--- src/rtl/refresh_pkg.sv ---
package refresh_pkg;

  typedef enum logic [2:0] {
    ST_IDLE,
    ST_WAIT,
    ST_LEAD,
    ST_ROW,
    ST_PRECH,
    ST_SR_LEAD,
    ST_SR_HOLD,
    ST_SR_EXIT
  } rs_state_e;

  // whole cycles covering a time in ns at a clock in MHz, rounded up
  function automatic int unsigned ns_to_cycles(input int unsigned mhz, input int unsigned ns);
    return (mhz * ns + 999) / 1000;
  endfunction

  function automatic int unsigned at_least(input int unsigned v, input int unsigned floor_v);
    return (v < floor_v) ? floor_v : v;
  endfunction

  function automatic int unsigned larger(input int unsigned a, input int unsigned b);
    return (a > b) ? a : b;
  endfunction

endpackage

--- src/rtl/refresh_interval_timer.sv ---
module refresh_interval_timer #(
  parameter int unsigned SLOT_CYC = 6250
) (
  input  logic clk,
  input  logic rst_n,
  input  logic hold,
  output logic tick
);
  localparam int TW = $clog2(SLOT_CYC);
  localparam logic [TW-1:0] RELOAD = TW'(SLOT_CYC - 1);

  logic [TW-1:0] remain;

  assign tick = !hold && (remain == '0);

  always_ff @(posedge clk or negedge rst_n) begin
    if (!rst_n)                       remain <= RELOAD;
    else if (hold || remain == '0)    remain <= RELOAD;
    else                              remain <= remain - 1'b1;
  end
endmodule

--- src/rtl/refresh_backlog.sv ---
module refresh_backlog #(
  parameter int unsigned MAX_OWED = 4,
  parameter int OW = $clog2(MAX_OWED + 1)
) (
  input  logic          clk,
  input  logic          rst_n,
  input  logic          tick,
  input  logic          issue,
  input  logic          clear,
  output logic [OW-1:0] owed,
  output logic          owed_any
);
  localparam logic [OW-1:0] CAP = OW'(MAX_OWED);

  function automatic logic [OW-1:0] next_owed(input logic [OW-1:0] cur,
                                               input logic add, input logic take);
    if (add && !take)      return (cur == CAP) ? cur : cur + 1'b1;
    else if (take && !add) return cur - 1'b1;
    else                   return cur;
  endfunction

  assign owed_any = (owed != '0);

  always_ff @(posedge clk or negedge rst_n) begin
    if (!rst_n)     owed <= '0;
    else if (clear) owed <= '0;
    else            owed <= next_owed(owed, tick, issue);
  end
endmodule

--- src/rtl/refresh_sequencer.sv ---
module refresh_sequencer
  import refresh_pkg::*;
#(
  parameter int unsigned LEAD_CYC  = 2,
  parameter int unsigned ROW_CYC   = 12,
  parameter int unsigned PRE_CYC   = 8,
  parameter int unsigned ENTRY_CYC = 20000,
  parameter int unsigned EXIT_CYC  = 22
) (
  input  logic clk,
  input  logic rst_n,
  input  logic sleep_req,
  input  logic bus_gnt,
  input  logic owed_any,
  output logic issue,
  output logic accept,
  output logic in_sr,
  output logic row_n,
  output logic col_n,
  output logic bus_req
);
  localparam int unsigned LONGEST =
    larger(larger(larger(LEAD_CYC, ROW_CYC), larger(PRE_CYC, ENTRY_CYC)), EXIT_CYC);
  localparam int CW = $clog2(LONGEST + 1);
  localparam logic [CW-1:0] LEAD_LAST  = CW'(LEAD_CYC - 1);
  localparam logic [CW-1:0] ROW_LAST   = CW'(ROW_CYC - 1);
  localparam logic [CW-1:0] PRE_LAST   = CW'(PRE_CYC - 1);
  localparam logic [CW-1:0] ENTRY_LAST = CW'(ENTRY_CYC - 1);
  localparam logic [CW-1:0] EXIT_LAST  = CW'(EXIT_CYC - 1);

  rs_state_e     state, state_d;
  logic [CW-1:0] cnt, cnt_d;
  logic          in_sr_d;
  logic          phase_done;
  logic          exit_first;

  assign phase_done = (cnt == '0);
  assign exit_first = (state == ST_SR_EXIT) && (cnt == EXIT_LAST);

  always_comb begin
    state_d = state;
    cnt_d   = cnt;
    in_sr_d = in_sr;
    issue   = 1'b0;
    accept  = 1'b0;
    case (state)
      ST_IDLE: begin
        if (sleep_req) begin
          accept  = 1'b1;
          in_sr_d = 1'b1;
          state_d = ST_WAIT;
        end else if (owed_any) begin
          state_d = ST_WAIT;
        end
      end
      ST_WAIT: begin
        if (bus_gnt) begin
          cnt_d = LEAD_LAST;
          if (in_sr) state_d = ST_SR_LEAD;
          else begin
            state_d = ST_LEAD;
            issue   = 1'b1;
          end
        end
      end
      ST_LEAD: begin
        if (phase_done) begin state_d = ST_ROW; cnt_d = ROW_LAST; end
        else cnt_d = cnt - 1'b1;
      end
      ST_ROW: begin
        if (phase_done) begin state_d = ST_PRECH; cnt_d = PRE_LAST; end
        else cnt_d = cnt - 1'b1;
      end
      ST_PRECH: begin
        if (!phase_done) cnt_d = cnt - 1'b1;
        else if (owed_any) begin
          state_d = ST_LEAD;
          cnt_d   = LEAD_LAST;
          issue   = 1'b1;
        end else state_d = ST_IDLE;
      end
      ST_SR_LEAD: begin
        if (phase_done) begin state_d = ST_SR_HOLD; cnt_d = ENTRY_LAST; end
        else cnt_d = cnt - 1'b1;
      end
      ST_SR_HOLD: begin
        if (!phase_done) cnt_d = cnt - 1'b1;
        else if (!sleep_req) begin state_d = ST_SR_EXIT; cnt_d = EXIT_LAST; end
      end
      ST_SR_EXIT: begin
        if (phase_done) begin state_d = ST_IDLE; in_sr_d = 1'b0; end
        else cnt_d = cnt - 1'b1;
      end
      default: state_d = ST_IDLE;
    endcase
  end

  always_ff @(posedge clk or negedge rst_n) begin
    if (!rst_n) begin
      state <= ST_IDLE;
      cnt   <= '0;
      in_sr <= 1'b0;
    end else begin
      state <= state_d;
      cnt   <= cnt_d;
      in_sr <= in_sr_d;
    end
  end

  assign row_n   = !(state == ST_ROW || state == ST_SR_HOLD);
  assign col_n   = !(state == ST_LEAD || state == ST_ROW || state == ST_SR_LEAD ||
                     state == ST_SR_HOLD || exit_first);
  assign bus_req = (state != ST_IDLE);
endmodule

--- src/rtl/refresh_sched.sv ---
module refresh_sched
  import refresh_pkg::*;
#(
  parameter int unsigned CLK_MHZ      = 200,
  parameter int unsigned SLOT_NS      = 31250,
  parameter int unsigned CAS_LEAD_NS  = 10,
  parameter int unsigned ROW_LOW_NS   = 60,
  parameter int unsigned PRECHARGE_NS = 40,
  parameter int unsigned SR_ENTRY_NS  = 100000,
  parameter int unsigned SR_EXIT_NS   = 110,
  parameter int unsigned MAX_POSTPONE = 4
) (
  input  logic clk,
  input  logic rst_n,
  input  logic sleep_req,
  input  logic bus_gnt,
  output logic bus_req,
  output logic row_strobe_n,
  output logic col_strobe_n,
  output logic mem_ready
);
  localparam int unsigned SLOT_CYC  = at_least(ns_to_cycles(CLK_MHZ, SLOT_NS), 2);
  localparam int unsigned LEAD_CYC  = at_least(ns_to_cycles(CLK_MHZ, CAS_LEAD_NS), 1);
  localparam int unsigned ROW_CYC   = at_least(ns_to_cycles(CLK_MHZ, ROW_LOW_NS), 1);
  localparam int unsigned PRE_CYC   = at_least(ns_to_cycles(CLK_MHZ, PRECHARGE_NS), 1);
  localparam int unsigned ENTRY_CYC = at_least(ns_to_cycles(CLK_MHZ, SR_ENTRY_NS), 1);
  localparam int unsigned EXIT_CYC  = at_least(ns_to_cycles(CLK_MHZ, SR_EXIT_NS), 2);
  localparam int OWED_W = $clog2(MAX_POSTPONE + 1);

  // named internal events, observed by the bound checker
  logic              slot_tick;
  logic              cbr_issue;
  logic              sr_accept;
  logic              sr_active;
  logic              owed_any;
  logic [OWED_W-1:0] owed_cnt;

  refresh_interval_timer #(.SLOT_CYC(SLOT_CYC)) u_timer (
    .clk   (clk),
    .rst_n (rst_n),
    .hold  (sr_active),
    .tick  (slot_tick)
  );

  refresh_backlog #(.MAX_OWED(MAX_POSTPONE), .OW(OWED_W)) u_backlog (
    .clk      (clk),
    .rst_n    (rst_n),
    .tick     (slot_tick),
    .issue    (cbr_issue),
    .clear    (sr_accept || sr_active),
    .owed     (owed_cnt),
    .owed_any (owed_any)
  );

  refresh_sequencer #(
    .LEAD_CYC  (LEAD_CYC),
    .ROW_CYC   (ROW_CYC),
    .PRE_CYC   (PRE_CYC),
    .ENTRY_CYC (ENTRY_CYC),
    .EXIT_CYC  (EXIT_CYC)
  ) u_seq (
    .clk       (clk),
    .rst_n     (rst_n),
    .sleep_req (sleep_req),
    .bus_gnt   (bus_gnt),
    .owed_any  (owed_any),
    .issue     (cbr_issue),
    .accept    (sr_accept),
    .in_sr     (sr_active),
    .row_n     (row_strobe_n),
    .col_n     (col_strobe_n),
    .bus_req   (bus_req)
  );

  assign mem_ready = !sr_active;
endmodule

--- config.mk ---
export PLATFORM = sky130hd
export DESIGN_NAME = refresh_sched
export DESIGN_NICKNAME = d
export VERILOG_FILES = /design/src/rtl/refresh_pkg.sv /design/src/rtl/refresh_interval_timer.sv /design/src/rtl/refresh_backlog.sv /design/src/rtl/refresh_sequencer.sv /design/src/rtl/refresh_sched.sv
export SDC_FILE = /design/constraint.sdc
export NUM_CORES = 1
export LEC_CHECK = 0
export BUFFER_PORTS_ARGS = -buffer_cell sky130_fd_sc_hd__buf_4
export CORE_ASPECT_RATIO = 1.25
export CORE_MARGIN = 3
export CORE_UTILIZATION = 50
export CTS_CLUSTER_DIAMETER = 30
export DETAILED_ROUTE_END_ITERATION = 10
export PLACE_DENSITY_LB_ADDON = 0.05
export SETUP_SLACK_MARGIN = 0.05
export SYNTH_ARGS = -nofsm -noshare
export SYNTH_HDL_FRONTEND = slang
export SYNTH_SLANG_ARGS = --single-unit
--- constraint.sdc ---
create_clock -name clk -period 2.7 [get_ports clk]
set_clock_uncertainty 0.1 [all_clocks]
set_input_delay 0.54 -clock clk [delete_from_list [all_inputs] [get_ports clk]]
set_output_delay 0.54 -clock clk [all_outputs]
set_load 0.01 [all_outputs]
==> out/qor.yml, run 1 <==
setup_repair_after_global_routing_missed_its_margin: "false"
cts.hold.buffers_added: 0
synth-seq-area-share: 0.386
postSynth.topFlopCell: "dfrtp_1"
design_area_sq_um: 2640
number_of_distinct_standard_cells_referenced_by_the_synthesized_netlist: 52
cts_made_buffers: 5
dp_worst_setup_slack_ns: 0.139
min_period_over_period: 0.926
crit_start: "u_seq.cnt[13]"
grt_first_pass_wirelength_um: 9390
power_per_cell_area_nw_per_um2: 364
asyncSetResetFlopFracSynth: 1.00
layout-area-overhead-vs-synth_pct: 15.5
arrival_ns: 2.56
drt_first_pass_iters: 4
clkSinkCount: 35
longest_clk_path_bufs: 2
fmax_mhz: 400
die_w_um: 66.5
report.final.setup_viol: 0
route.detailed.wl_per_inst_um: 15.6
ioPinCount: 8
drc_violations_left: 0
yosys-top-cells-area: "dfrtp_1 (32%), dfstp_2 (6.9%), nor2_1 (4.4%)"
routed_wirelength_um: 5270
globalRouteOverflowTotal: 0
final_antenna_net_count: 0
synth_largest_type_area_fraction: 0.317
design.final.nets: 293
die_height_um: 81.6
totalNegativeSetupSlack_ns: 0
postSynthRegisterBits: 35
vias: 2051
tritoncts_clock_tree: "built"
synth-edff-count: 0
worstSetupStartpointType: "register"
insertedDiodeCount: 0
crit_path_max_fanout: 8
place_area_sq_um: 2500
floorplan.initialDensity: 0.537
power.leakage_uw: 0.00107
cpPeakStageDelay_ns: 0.63
reg2reg_from: "u_seq.cnt[13]"
avgViaCountPerCell: 6.05
hold_viol: 0
rr_worst_depth: 5
gp_routability_congestion: 0.880
floorplan.core_area_sq_um: 4260
clk_transition_reported_paths_ns: 0.07
row_count: 26
setup.worst_path.class: "reg2reg"
hold_class: "in2async"
clockRootBuffer: "clkbuf_8"
max_cap_viol_count: 0
yosysWarningCount: 0
synth_cells: 261
1st_iter_drt_viols: 105
post_cts.repair.setup_buffers: 0
yosys.area.top_type: "dfrtp_1"
number_of_buffers_inserted_by_port_buffering: 7
worst_path_max_delay_cell: "or4_1"
setup_ws_ns: 0.199
final_layout_size_suffix_gt1_frac: 0.223
detailed_place_hpwl_um: 3910
worstMarginPinSlew_ns: 0.596
first_global_vias: 2012
grt_util_all_layers: 0.226
clock_latency_ns: 0.29
final_max_slew_viol_count: 0
slew-limit-headroom: 0.600
syn-mean-instance-area_sq_um: 8.76
worstPathCellList: "or4_1, or4_4, o21ai_0, and4_2, a21oi_2"
htree_depth: 2
status: "finished clean"
irDropWorstVdd_mv: 0.221
design.die.area_sq_um: 5430
initial_antenna_violation_count: 0
pin_count_of_the_biggest_net_entering_global_routing: 36
worst_setup_path_end_kind: "register"
final.min_clock_period_ns: 2.50
post-synth-top-count-cell: "dfrtp_1"
mappedNetlistNets: 272
post_synth_instance_area_sq_um: 2290
yosys-top-cells-count: "dfrtp_1 (29), nor2_1 (27), nand2_1 (22)"
required_ns: 2.76
## layout make-up
cell class,instances,area [sq um]
flip-flops and latches,35,886
inverters,12,45.0
clock buffers,8,100
well taps,56,70.1
repair buffers,26,195
multi-input cells,202,1350
fillers,381,1620
## placed cells by master (no fill, tap or decap), drive strengths merged, types with 3 or more instances in the layout
master / count
a221o: 5
nor2: 27
o21ai: 20
or2: 3
dfrtp: 29
nor4: 6
nand3: 8
inv: 12
buf: 26
dfstp: 6
or3: 3
ha: 6
nand2: 22
or4: 10
xor2: 4
clkbuf: 8
xnor2: 8
o21a: 3
a21oi: 13
a211oi: 6
o31ai: 8
nor3: 16
## path summary, 6_finish.rpt
check                                          to  slack, ns
worst max-delay path                 u_seq.cnt[7]       0.20
worst min-delay path            u_backlog.owed[1]       0.10
worst max register to register       u_seq.cnt[7]       0.20
worst min register to register  u_timer.remain[0]       0.36
max in group asynchronous            u_seq.cnt[6]       2.03
min in group clk                u_timer.remain[0]       0.36
## registers in the layout (all words and copies together) (netlist names)
| signal | flops |
|---|---|
| u_seq.cnt | 15 |
| u_seq.in_sr | 1 |
| u_timer.remain | 13 |
| u_backlog.owed | 3 |
| u_seq.state | 3 |
## what timing repair did
item,in CTS,in global routing
endpoints found under the setup margin,0,8
endpoints found under the hold margin,0,0
gates resized for setup,0,10
## metal layers
metal,vias up,GRT usage,wire [um],share of wire
li1,1015,-,-,-
met1,990,0.307,2540,0.48
met2,41,0.367,2470,0.47
met3,5,0.0383,200,0.038
met4,0,0.0711,63,0.012
met5,-,0,0,0
## cell families after synthesis
group           Yosys count  share of synthesized area
simple gates            111                      0.261
buf+inv                  24                     0.0470
fa+ha+maj                 7                     0.0416
xor+xnor                 12                     0.0460
flops                    35                      0.386
compound gates           72                      0.218
## per-stage QoR
step / instances / utilization / total power, uW / hold WS [ns]
2_1_floorplan: 261 / - / 534 / 0.144
3_3_place_gp: 331 / 0.588 / 550 / 0.337
3_5_place_dp: 331 / 0.588 / 550 / 0.351
4_1_cts: 339 / 0.611 / 975 / 0.108
5_1_grt: 339 / 0.620 / 997 / 0.127
6_report: 339 / 0.620 / 962 / 0.102
## power breakdown
part | internal, uW | total [uW] | switching, uW
logic | 2.93 | 15.1 | 12.1
registers | 525 | 525 | 0
clock network | 233 | 423 | 190
total | 760 | 962 | 202
## critical path: cells and delay by family, from the launching register on
kind,cells,cell delay [ns]
AND/OR/NAND/NOR,3,1.64
AO/OA/AOI/OAI,2,0.23
flip-flops,1,0.41
Power figures use the tool's default switching activity.
==> run 2, diff against run 1 <==
--- a/config.mk
+++ b/config.mk
@@ -11,6 +11,7 @@
 export CORE_UTILIZATION = 50
 export CTS_CLUSTER_DIAMETER = 30
 export DETAILED_ROUTE_END_ITERATION = 10
+export MAX_ROUTING_LAYER = met4
 export PLACE_DENSITY_LB_ADDON = 0.05
 export SETUP_SLACK_MARGIN = 0.05
 export SYNTH_ARGS = -nofsm -noshare
==> out/qor.yml, run 2 (synthesis results as in run 1) <==
clk_transition_reported_paths_ns: 0.07  # about the same
hold_viol: 0  # unchanged
fmax_mhz: 400  # about the same
worstSetupStartpointType: "register"
die_w_um: 66.5  # unchanged
report.final.setup_viol: 0  # unchanged
grt_util_met3: 0.0383  # unchanged
r2r-end: "u_seq.cnt[7]"
detailed_place_hpwl_um: 3910  # unchanged
first_global_vias: 2014  # +0.099%
vias: 2041  # -0.49%
design.die.area_sq_um: 5430  # unchanged
die_height_um: 81.6  # unchanged
irDropWorstVdd_mv: 0.221  # -0.13%
cts_made_buffers: 5  # unchanged
arrival_ns: 2.56  # about the same
floorplan.core_area_sq_um: 4260  # unchanged
power.leakage_uw: 0.00107  # unchanged
reg2reg_slack_ns: 0.20  # about the same
setup_ws_ns: 0.198  # -0.000392 ns
final.min_clock_period_ns: 2.50  # +0.000392 ns
cp.buffers_inverters: 0  # unchanged
largest_registers: "u_seq.cnt: 15 flops, u_timer.remain: 13 flops"
clockRootBuffer: "clkbuf_8"
totalNegativeSetupSlack_ns: 0  # unchanged
registers.top_by_ff_count: "u_seq.cnt"
1st_iter_drt_viols: 112  # +6.7%
multi_input_comb_area_sq_um: 1350  # unchanged
grt.busiest_layer: "met2"
cpLargestDelayFamily: "simple AND/OR/NAND/NOR gates"
design_area_sq_um: 2640  # unchanged
status: "finished clean"
tritoncts_clock_tree: "built"
clkSinkCount: 35  # unchanged
fillCellCount: 381  # unchanged
floorplan.initialDensity: 0.537  # unchanged
worst_setup_path_end_kind: "register"
worstPathCellList: "or4_1, or4_4, o21ai_0, and4_2, a21oi_2"
clock_latency_ns: 0.29  # about the same
dp_worst_setup_slack_ns: 0.139  # unchanged
drc_violations_left: 0  # unchanged
final_max_slew_viol_count: 0  # unchanged
reg2reg_from: "u_seq.cnt[13]"
power_per_cell_area_nw_per_um2: 364  # about the same
setup_repair_after_global_routing_missed_its_margin: "false"
gp_routability_congestion: 0.895  # +1.7%
pin_count_of_the_biggest_net_entering_global_routing: 36  # unchanged
min_period_over_period: 0.927  # about the same
max_cap_viol_count: 0  # unchanged
hold_class: "in2async"
cpPeakStageDelay_ns: 0.63  # about the same
avgViaCountPerCell: 6.02  # -0.49%
rr_worst_depth: 5  # unchanged
design.final.nets: 293  # unchanged
largest_register_ffs: 15  # unchanged
layout-area-overhead-vs-synth_pct: 15.5  # unchanged
worst_path_max_delay_cell: "or4_1"
required_ns: 2.76  # about the same
insertedDiodeCount: 0  # unchanged
post_cts.repair.setup_buffers: 0  # unchanged
final_layout_size_suffix_gt1_frac: 0.223  # unchanged
route.detailed.wl_per_inst_um: 15.5  # -0.61%
final_antenna_net_count: 0  # unchanged
ioPinCount: 8  # unchanged
place_area_sq_um: 2500  # unchanged
drt_first_pass_iters: 4  # unchanged
globalRouteOverflowTotal: 0  # unchanged
slew-limit-headroom: 0.634  # +0.0339
routed_wirelength_um: 5240  # -0.61%
crit_path_max_fanout: 8  # unchanged
worstMarginPinSlew_ns: 0.545  # -0.0505 ns
seqCellArea_sq_um: 886  # unchanged
grt_use_met2: 0.368  # +0.000993
layout.cells.most_common_list: "nor2_1 (27), dfrtp_1 (27), buf_4 (26)"
grt_util_all_layers: 0.233  # +0.00641
grt_first_pass_wirelength_um: 9400  # +0.15%
htree_depth: 2  # unchanged
setup.worst_path.class: "reg2reg"
initial_antenna_violation_count: 0  # unchanged
longest_clk_path_bufs: 2  # unchanged
use_met1: 0.306  # -0.000862
row_count: 26  # unchanged
number_of_buffers_inserted_by_port_buffering: 7  # unchanged
[run 2: cell counts in the layout (fill, tap and decap cells not counted)]
No cell type changed its count.
[run 2: worst max-delay path by stage]
stage,from,to,depth (start not counted)
2_1_floorplan,u_seq.cnt[3],u_backlog.owed[1],11
3_3_place_gp,u_seq.cnt[13],u_seq.cnt[7],5
3_5_place_dp,u_seq.cnt[6],u_backlog.owed[1],10
4_1_cts,u_seq.cnt[6],u_backlog.owed[1],10
5_1_grt,u_seq.cnt[13],u_seq.state[2],6
6_report,u_seq.cnt[13],u_seq.cnt[7],5
[run 2: timing repair]
| item | in CTS | in global routing |
|---|---|---|
| hold buffers | 0 | 0 |
| gates resized for setup | 0 | 10 |
| endpoints found under the setup margin | 0 | 8 |
[run 2: cell type report]
| type | instances | share of cell area |
|---|---|---|
| tap | 56 | 0.0265 |
| clock buffer | 8 | 0.0379 |
| sequential | 35 | 0.335 |
| inverter | 12 | 0.0170 |
| multi-input combinational | 202 | 0.509 |
| timing repair buffer | 26 | 0.0739 |
[run 2: layer usage]
layer,vias to the layer above,routed length (um),share of wire
met2,35,2480,0.47
met1,987,2500,0.48
met4,0,82,0.016
met5,-,0,0
met3,7,181,0.035
li1,1012,-,-
[run 2: stage by stage]
stage	util	power [uW]	instances	hold WS, ns
floorplan	-	534	261	0.144
global placement	0.588	550	331	0.337
detailed placement	0.588	550	331	0.351
CTS	0.611	975	339	0.108
global route	0.620	997	339	0.131
finish	0.620	963	339	0.0962
[run 2: where the power goes]
group / internal [uW] / switching [uW] / leakage (uW)
combinational: 2.93 / 11.8 / 0.000596
clock: 233 / 191 / 0.0000515
sequential: 524 / 0 / 0.000417
total: 760 / 203 / 0.00107
